$ cat config.mk
export PLATFORM = sky130hd
export DESIGN_NAME = bcd_delay_gen
export DESIGN_NICKNAME = d
export VERILOG_FILES = /design/src/rtl/bdg_pkg.sv /design/src/rtl/bdg_trig_edge.sv /design/src/rtl/bdg_prescaler.sv /design/src/rtl/bdg_bcd_down.sv /design/src/rtl/bdg_pulse_timer.sv /design/src/rtl/bcd_delay_gen.sv
export SDC_FILE = /design/constraint.sdc
export NUM_CORES = 1
export LEC_CHECK = 0
export ABC_AREA = 1
export ABC_CLOCK_PERIOD_IN_PS = 3400
export CORE_ASPECT_RATIO = 1.4
export CORE_MARGIN = 5
export CORE_UTILIZATION = 28
export DETAILED_ROUTE_END_ITERATION = 6
export DONT_BUFFER_PORTS = 1
export GPL_ROUTABILITY_DRIVEN = 0
export PLACE_DENSITY = 0.44
export SLEW_MARGIN = 20
export SYNTH_ARGS = -nofsm -noshare
export SYNTH_HDL_FRONTEND = slang
export SYNTH_SLANG_ARGS = --single-unit
$ cat constraint.sdc
create_clock -name clk_i -period 3.4 [get_ports clk_i]
set_clock_uncertainty 0.2 [all_clocks]
set_input_delay 0.34 -clock clk_i [delete_from_list [all_inputs] [get_ports clk_i]]
set_output_delay 0.34 -clock clk_i [all_outputs]
set_load 0.005 [all_outputs]
$ cat src/rtl/bdg_pkg.sv
package bdg_pkg;
  localparam int unsigned DIGIT_W = 4;
  localparam logic [DIGIT_W-1:0] DIGIT_MAX = 4'd9;

  function automatic logic [DIGIT_W-1:0] clamp_digit(input logic [DIGIT_W-1:0] d);
    return (d > DIGIT_MAX) ? DIGIT_MAX : d;
  endfunction
endpackage

$ cat src/rtl/bdg_trig_edge.sv
module bdg_trig_edge #(
  parameter int unsigned SYNC_STAGES = 2
) (
  input  logic clk_i,
  input  logic rst_ni,
  input  logic trig_i,
  output logic rise_o
);
  logic [SYNC_STAGES-1:0] sync_q;
  logic                   prev_q;

  always_ff @(posedge clk_i or negedge rst_ni) begin
    if (!rst_ni) begin
      sync_q <= '0;
      prev_q <= 1'b0;
    end else begin
      sync_q <= {sync_q[SYNC_STAGES-2:0], trig_i};
      prev_q <= sync_q[SYNC_STAGES-1];
    end
  end

  assign rise_o = sync_q[SYNC_STAGES-1] & ~prev_q;

  // an edge is a single-cycle event
  a_r2_single_rise: assert property (@(posedge clk_i) disable iff (!rst_ni)
    rise_o |=> !rise_o);
endmodule

$ cat src/rtl/bdg_prescaler.sv
module bdg_prescaler #(
  parameter int unsigned DIV = 10
) (
  input  logic clk_i,
  input  logic rst_ni,
  input  logic clr_i,
  input  logic en_i,
  output logic tick_o
);
  localparam int unsigned CW = (DIV > 1) ? $clog2(DIV) : 1;
  localparam logic [CW-1:0] LAST = CW'(DIV - 1);

  logic [CW-1:0] cnt_q;

  always_ff @(posedge clk_i or negedge rst_ni) begin
    if (!rst_ni)                cnt_q <= '0;
    else if (clr_i)             cnt_q <= '0;
    else if (en_i) begin
      if (cnt_q == LAST)        cnt_q <= '0;
      else                      cnt_q <= cnt_q + 1'b1;
    end
  end

  assign tick_o = en_i & (cnt_q == LAST);

  // the phase counter never leaves its range
  a_r10_range: assert property (@(posedge clk_i) disable iff (!rst_ni)
    cnt_q <= LAST);
endmodule

$ cat src/rtl/bdg_bcd_down.sv
module bdg_bcd_down
  import bdg_pkg::*;
#(
  parameter int unsigned NUM_DIGITS = 3
) (
  input  logic                          clk_i,
  input  logic                          rst_ni,
  input  logic                          load_i,
  input  logic [NUM_DIGITS*DIGIT_W-1:0] value_i,
  input  logic                          tick_i,
  output logic                          run_o,
  output logic                          done_o
);
  logic [DIGIT_W-1:0]  dig_q   [NUM_DIGITS];
  logic [NUM_DIGITS:0] borrow;
  logic [NUM_DIGITS-1:0] is_zero;
  logic                run_q;
  logic                all_zero;
  logic                upper_zero;

  assign borrow[0] = run_q & tick_i;

  for (genvar i = 0; i < NUM_DIGITS; i++) begin : g_dec
    assign is_zero[i]  = (dig_q[i] == '0);
    assign borrow[i+1] = borrow[i] & is_zero[i];

    always_ff @(posedge clk_i or negedge rst_ni) begin
      if (!rst_ni)        dig_q[i] <= '0;
      else if (load_i)    dig_q[i] <= value_i[i*DIGIT_W +: DIGIT_W];
      else if (borrow[i]) dig_q[i] <= is_zero[i] ? DIGIT_MAX : dig_q[i] - 1'b1;
    end
  end

  assign all_zero = &is_zero;
  if (NUM_DIGITS > 1) begin : g_up
    assign upper_zero = &is_zero[NUM_DIGITS-1:1];
  end else begin : g_one
    assign upper_zero = 1'b1;
  end

  assign done_o = borrow[0] & upper_zero & (dig_q[0] == DIGIT_W'(1));

  always_ff @(posedge clk_i or negedge rst_ni) begin
    if (!rst_ni)      run_q <= 1'b0;
    else if (load_i)  run_q <= |value_i;
    else if (done_o)  run_q <= 1'b0;
  end

  assign run_o = run_q;

  // a running count never borrows past zero
  a_r4_no_underflow: assert property (@(posedge clk_i) disable iff (!rst_ni)
    run_q |-> !all_zero);
endmodule

$ cat src/rtl/bdg_pulse_timer.sv
module bdg_pulse_timer #(
  parameter int unsigned WIDTH_CYC = 2000
) (
  input  logic clk_i,
  input  logic rst_ni,
  input  logic start_i,
  output logic pulse_o
);
  localparam int unsigned CW = $clog2(WIDTH_CYC);

  logic [CW-1:0] cnt_q;
  logic          act_q;

  always_ff @(posedge clk_i or negedge rst_ni) begin
    if (!rst_ni) begin
      act_q <= 1'b0;
      cnt_q <= '0;
    end else if (start_i) begin
      act_q <= 1'b1;
      cnt_q <= CW'(WIDTH_CYC - 1);
    end else if (act_q) begin
      if (cnt_q == '0) act_q <= 1'b0;
      else             cnt_q <= cnt_q - 1'b1;
    end
  end

  assign pulse_o = act_q;

  // a pulse never ends while its counter still has time left
  a_r3_no_early_end: assert property (@(posedge clk_i) disable iff (!rst_ni)
    (act_q && cnt_q != '0 && !start_i) |=> act_q);
endmodule

$ cat src/rtl/bcd_delay_gen.sv
module bcd_delay_gen
  import bdg_pkg::*;
#(
  parameter int unsigned CLK_PER_TICK = 10,
  parameter int unsigned NUM_DIGITS   = 3,
  parameter int unsigned PULSE_CYC    = 2000,
  parameter int unsigned SYNC_STAGES  = 2
) (
  input  logic                          clk_i,
  input  logic                          rst_ni,
  input  logic                          trig_i,
  input  logic                          wr_i,
  input  logic [NUM_DIGITS*DIGIT_W-1:0] wr_digits_i,
  output logic                          ref_o,
  output logic                          dly_o,
  output logic                          busy_o
);
  localparam int unsigned VW = NUM_DIGITS * DIGIT_W;

  logic [VW-1:0] hold_q;
  logic [VW-1:0] wr_clamped;
  logic          rise, start, tick, run, done, dly_start;

  for (genvar i = 0; i < NUM_DIGITS; i++) begin : g_clamp
    assign wr_clamped[i*DIGIT_W +: DIGIT_W] = clamp_digit(wr_digits_i[i*DIGIT_W +: DIGIT_W]);

    // stored digits are always decimal
    a_r7_digit_le9: assert property (@(posedge clk_i) disable iff (!rst_ni)
      hold_q[i*DIGIT_W +: DIGIT_W] <= DIGIT_MAX);
  end

  always_ff @(posedge clk_i or negedge rst_ni) begin
    if (!rst_ni)   hold_q <= '0;
    else if (wr_i) hold_q <= wr_clamped;
  end

  bdg_trig_edge #(.SYNC_STAGES(SYNC_STAGES)) u_edge (
    .clk_i, .rst_ni, .trig_i, .rise_o(rise)
  );

  assign start     = rise & ~busy_o;
  assign dly_start = (start & (hold_q == '0)) | done;

  bdg_prescaler #(.DIV(CLK_PER_TICK)) u_pre (
    .clk_i, .rst_ni, .clr_i(start), .en_i(run), .tick_o(tick)
  );

  bdg_bcd_down #(.NUM_DIGITS(NUM_DIGITS)) u_cnt (
    .clk_i, .rst_ni, .load_i(start), .value_i(hold_q), .tick_i(tick),
    .run_o(run), .done_o(done)
  );

  bdg_pulse_timer #(.WIDTH_CYC(PULSE_CYC)) u_ref (
    .clk_i, .rst_ni, .start_i(start), .pulse_o(ref_o)
  );

  bdg_pulse_timer #(.WIDTH_CYC(PULSE_CYC)) u_dly (
    .clk_i, .rst_ni, .start_i(dly_start), .pulse_o(dly_o)
  );

  assign busy_o = run | ref_o | dly_o;

  // pulses are always covered by busy
  a_r8_busy_cover: assert property (@(posedge clk_i) disable iff (!rst_ni)
    (ref_o || dly_o) |-> busy_o);
  // no new reference pulse while a cycle is in progress
  a_r8_no_restart: assert property (@(posedge clk_i) disable iff (!rst_ni)
    (rise && busy_o) |=> !$rose(ref_o));
  // a zero setting fires both pulses together
  a_r5_zero_same: assert property (@(posedge clk_i) disable iff (!rst_ni)
    (start && hold_q == '0) |=> (ref_o && dly_o));
endmodule

# After elaboration in Yosys (flattened, before gate mapping)
# Cells that the tools add are included.
# op_classes
muxes,29
n_eq_ne,4
n_reduce_logical,17
n_bitwise,14
magnitude_cmp,3
addsub,6
# op_table
operator,n
2-to-1 mux 11 bit,6
2-to-1 mux 4 bit,15
zero test 11 bit,2
"subtractor 11 x 1 -> 11 bit, second input constant",2
nonzero test 2 bit,7
"> comparator 4 bit, second input constant",3
zero test 12 bit,1
zero test 4 bit,3
OR reduction 12 bit,1
"subtractor 4 x 1 -> 4 bit, second input constant",3
AND 1 bit,9
2-to-1 mux 1 bit,8
AND reduction 2 bit,3
"adder 4 x 1 -> 4 bit, second input constant",1
"== test 4 x 1 -> 1 bit, second input constant",1
"== test 4 bit, second input constant",1
"inequality test 2 bit, second input constant",2
bitwise OR 1 bit,3
NOT 1 bit,2
# word_totals
ff_bits,56
output_inout_bits,3
elab_cells,85
in_bits,16

# Longest topological paths before layout
# logic_depth
word_depth,8
depth_mapped,10
mapped_depth_nobuf,9

# Hierarchy
# A second synthesis with hierarchy kept.
# hier_totals
cells_unflattened,447
hier_area_um2,3245.6
# modules_own_cells
module,seq_area_each_um2,n_inst,area_per_inst_um2,cells_each
bdg_pulse_timer,300.3,2,711.9,101
bdg_bcd_down,325.3,1,889.6,131
bcd_delay_gen,300.3,1,581.8,69
bdg_prescaler,100.1,1,265.3,40
bdg_trig_edge,75.1,1,85.1,5

# Least setup slack after synthesis
# Ideal clock, no wire load.
# synth_path
kind,register to register
from,register u_ref.cnt_q[0]
to,register u_ref.cnt_q[0]
required_time_ns,3.081
slack_ns,1.658
arrival_time_ns,1.422
path_buffers,1
path_stages_with_launch,11
synth_period_minus_slack_ns,1.742
cell_sequence,dfrtp_1 > inv_1 > ha_1 > nand3_1 > inv_2 > nand3_2 > nand2_4 > nand2_4 > buf_6 > o21ai_2 > nand2_1
# synth_via
elab_chain_cells,4
word_cells_on_any_way,7
cone_classes,1 x add/sub; 1 x eq/ne; 3 x mux; 2 x reduce/logical
# synth_rtl
element,line_no,source
"start, declared",bdg_pulse_timer.sv:11,logic [CW-1:0] cnt_q;
"start signal, assigned",bdg_pulse_timer.sv:20,cnt_q <= CW'(WIDTH_CYC - 1);
"start signal, assigned",bdg_pulse_timer.sv:23,else cnt_q <= cnt_q - 1'b1;
subtractor 11 x 1 -> 11 bit,bdg_pulse_timer.sv:23,
2-to-1 mux 11 bit,bdg_pulse_timer.sv:22,if (cnt_q == '0) act_q <= 1'b0;
2-to-1 mux 11 bit,bdg_pulse_timer.sv:21,end else if (act_q) begin
2-to-1 mux 11 bit,bdg_pulse_timer.sv:18,end else if (start_i) begin
# Parallel ways exist; a longest one is shown, timed or not. The select of a mux whose other input is x is not followed.
# A chain may end at the register's enable or synchronous reset.

# Worst setup path after layout
# layout_path
from,register u_dly.cnt_q[0]
to,register u_dly.cnt_q[1]
# layout_via
elab_chain_cells,4
word_cells_on_any_way,7
cone_classes,1 x add/sub; 1 x eq/ne; 3 x mux; 2 x reduce/logical
# layout_rtl
element,line_no
"start, declared",bdg_pulse_timer.sv:11
"start signal, assigned",bdg_pulse_timer.sv:20
"start signal, assigned",bdg_pulse_timer.sv:23
subtractor 11 x 1 -> 11 bit,bdg_pulse_timer.sv:23
2-to-1 mux 11 bit,bdg_pulse_timer.sv:22
2-to-1 mux 11 bit,bdg_pulse_timer.sv:21
2-to-1 mux 11 bit,bdg_pulse_timer.sv:18
# Parallel ways exist; a longest one is shown, timed or not. The select of a mux whose other input is x is not followed.

==> results.cfg <==
[worst_hold_path]
hold_depth = 2
hp-class = in2reg
min-delay-start = wr_digits_i[7]
holdPathEnd = hold_q[4]$_DFFE_PN0P_

[synthesis]
ys_warn_count = 0
synth_area_um2 = 3150
synth_edf_count = 0
synth_nets = 432
ys_ff_latch = 56
synth_area_per_cell_um2 = 7.63
synthArstFlopShare_pct = 100
syn_inst = 412
ys_seq_area_share_pct = 44.6
yosysUniqueCellTypes = 33
ys.flop_type = dfrtp_1

[route]
route.detailed.drc = 0
wl_per_cell_um = 12.2
routed_wl_um = 6900
drt_iter0_drc = 74
viasPerCell = 4.61
num_vias = 2620
first_pass_iters = 4
detail-route-antenna-nets = 0

[layout]
mostFrequentLayoutCells = nand2_1 (96), nor2_1 (67), dfrtp_1 (56), inv_1 (49), nand3_1 (37)
drive_gt1_share_pct = 8.90
nets = 446
diodes = 0
mostFrequentLayoutCell = nand2_1
multi_input_area_um2 = 1480
fill_cells = 1202
register_area_um2 = 1400
syn_to_final_growth_pct = 13.4

[run]
maxCapViolCount = 0

[cts]
cts_buffers = 5
ctsResizeCount = 0
postCtsHoldBufs = 13
cts_tree = built
path_clk_slew_ps = 70
htreeDepth = 2
cts_buffer_depth = 2
clk_latency_ps = 290
cts_setup_buffers = 0
cts.sinks = 56
cts-root-buf = clkbuf_16

[sta]
whs_ps = 13.8
setup_viol = 0
clock.fmax_ghz = 0.480
rsz0062_at_grt = no
hold_viol_final = 0
finalCritPeriodShare_pct = 61.2
period_needed_ps = 2080
max_slew_margin_pct = 67.4
worstMarginPinSlew_ps = 488
slew_violations = 0
fin_tns_setup_ps = 0

[worst_setup_path]
cp_slowest_cell = dfrtp_1
r2r_start = u_dly.cnt_q[0]$_DFFE_PN0P_
worstSetupStartpointType = register
cpMostUsedCell = nand2_1
cpPeakStageDelay_ps = 390
critPathCaptureType = register
worst_r2r_path_depth = 9
worstPathCellList = inv_1, ha_1, nand2_1, nor2_1, nand3_1, nand2_1, nand2_1, nand2_1, nand2_1
required_ps = 3390
path_max_fanout = 14
cp.arrival_ps = 2070
r2r_slack_ps = 1320
rr_endpoint = u_dly.cnt_q[1]$_DFFE_PN0P_
path_class = reg2reg

[global_routing]
grt_max_degree = 57
first_global_vias = 2633
gr-total-overflow = 0
antenna_found_initial = 0
grt_usage_pct = 11.0
grt_pass1_wl_um = 12100

[pwr]
peakVddDrop_mv = 0.306
power.density_nw_per_um2 = 681
clockPowerShare_pct = 21.7
p_leak_nw = 1.75
p_sw_share_pct = 39.2
p_int_mw = 1.48
power.switching_mw = 0.953
combPwrFrac_pct = 35.8
seqPwrFrac_pct = 42.5

[floorplanning]
die_height_um = 135
die_w_um = 99.6
core-area_um2 = 10900
die-area_um2 = 13500
start_util_pct = 28.8
io_pins = 19
std_cell_rows = 45

[placement]
io_buffers = 0
hpwl_um = 5050

[outcome]
outcome = completed
## final cells by class
type / instances / share of cell area [%]
Sequential cell: 56 / 39.3
Timing Repair Buffer: 14 / 4.35
Inverter: 54 / 5.68
Clock buffer: 8 / 4.11
Tap cell: 141 / 4.95
Multi-Input combinational cell: 295 / 41.6
## power by group through the flow
stage	combinational [mW]	clock (mW)	sequential, mW
after floorplan	0.734	0	0.996
after global placement	0.840	0	1.05
after detailed placement	0.852	0	1.05
after CTS	0.887	0.553	1.03
after global routing	1.02	0.581	1.06
final	0.870	0.528	1.03
## kinds of logic (layout without fill, tap and decap cells)
| group | Yosys count | count (layout) | synth area share (%) |
|---|---|---|---|
| fa+ha+maj | 4 | 4 | 1.59 |
| xor+xnor | 4 | 4 | 1.11 |
| buf+inv | 61 | 76 | 8.27 |
| compound gates | 54 | 54 | 10.2 |
| flops | 56 | 56 | 44.6 |
| simple gates | 233 | 233 | 34.2 |
## metrics by stage
step	instance area [um2]	worst slack, ps	instances	util (%)	total power [mW]
final	3570	1320	568	32.6	2.43
after global routing	3570	1130	568	32.6	2.66
after CTS	3570	1320	568	32.6	2.47
after detailed placement	3270	1340	547	30.0	1.90
after global placement	3270	1400	547	30.0	1.89
after floorplan	3150	1660	412	-	1.73
## state kept, by name (all words and copies together) (netlist names)
name / count
hold_q: 12
u_cnt.dig_q: 12
u_cnt.run_o: 1
u_dly.cnt_q: 11
u_dly.pulse_o: 1
u_edge.prev_q: 1
u_edge.sync_q: 2
u_pre.cnt_q: 4
u_ref.cnt_q: 11
u_ref.pulse_o: 1
## cell usage after synthesis, types with 2 or more instances
library cell  instances  area (um2)
nand2_4               2        22.5
nand2_1              96         360
nor2_1               67         251
inv_1                49         184
nand2_2               5        31.3
buf_6                 4        45.0
a21oi_1               8        40.0
clkbuf_1              2        7.51
o21ai_2               9        78.8
a31oi_1               2        12.5
ha_1                  4        50.1
nand3b_1              2        15.0
o21ai_0              20         100
nor2_4                2        22.5
nor3_1                3        15.0
inv_2                 5        18.8
o22ai_1               4        25.0
nand4_1              11        68.8
a22o_1                2        17.5
o21ai_1               8        40.0
xor2_1                3        26.3
dfrtp_1              56        1400
nand3_1              37         185
nand3_4               2        35.0
## layer usage
layer | wire, um | track usage (%) | up-vias
met5 | 0 | 0 | -
li1 | - | - | 1356
met3 | 161 | 1.91 | 5
met2 | 3730 | 21.4 | 23
met1 | 2920 | 11.9 | 1236
met4 | 91 | 3.42 | 0
## worst max-delay path: cells and delay by family (launching register included)
family	cells	cell delay, ps
simple gates	7	1060
flops	1	390
fa+ha+maj	1	230
buf+inv	1	110
## worst max-delay path by stage
stage,end,depth (start not counted),from,slack [ps]
floorplan,u_ref.cnt_q[0]$_DFFE_PN0P_,10,u_ref.cnt_q[0]$_DFFE_PN0P_,1660
finish,u_dly.cnt_q[1]$_DFFE_PN0P_,9,u_dly.cnt_q[0]$_DFFE_PN0P_,1320
global placement,u_dly.cnt_q[1]$_DFFE_PN0P_,9,u_dly.cnt_q[0]$_DFFE_PN0P_,1400
global route,u_dly.cnt_q[1]$_DFFE_PN0P_,9,u_dly.cnt_q[0]$_DFFE_PN0P_,1130
detailed placement,u_dly.cnt_q[1]$_DFFE_PN0P_,9,u_dly.cnt_q[0]$_DFFE_PN0P_,1340
CTS,u_dly.cnt_q[1]$_DFFE_PN0P_,9,u_dly.cnt_q[0]$_DFFE_PN0P_,1320
(Power assumes the default switching activity.)
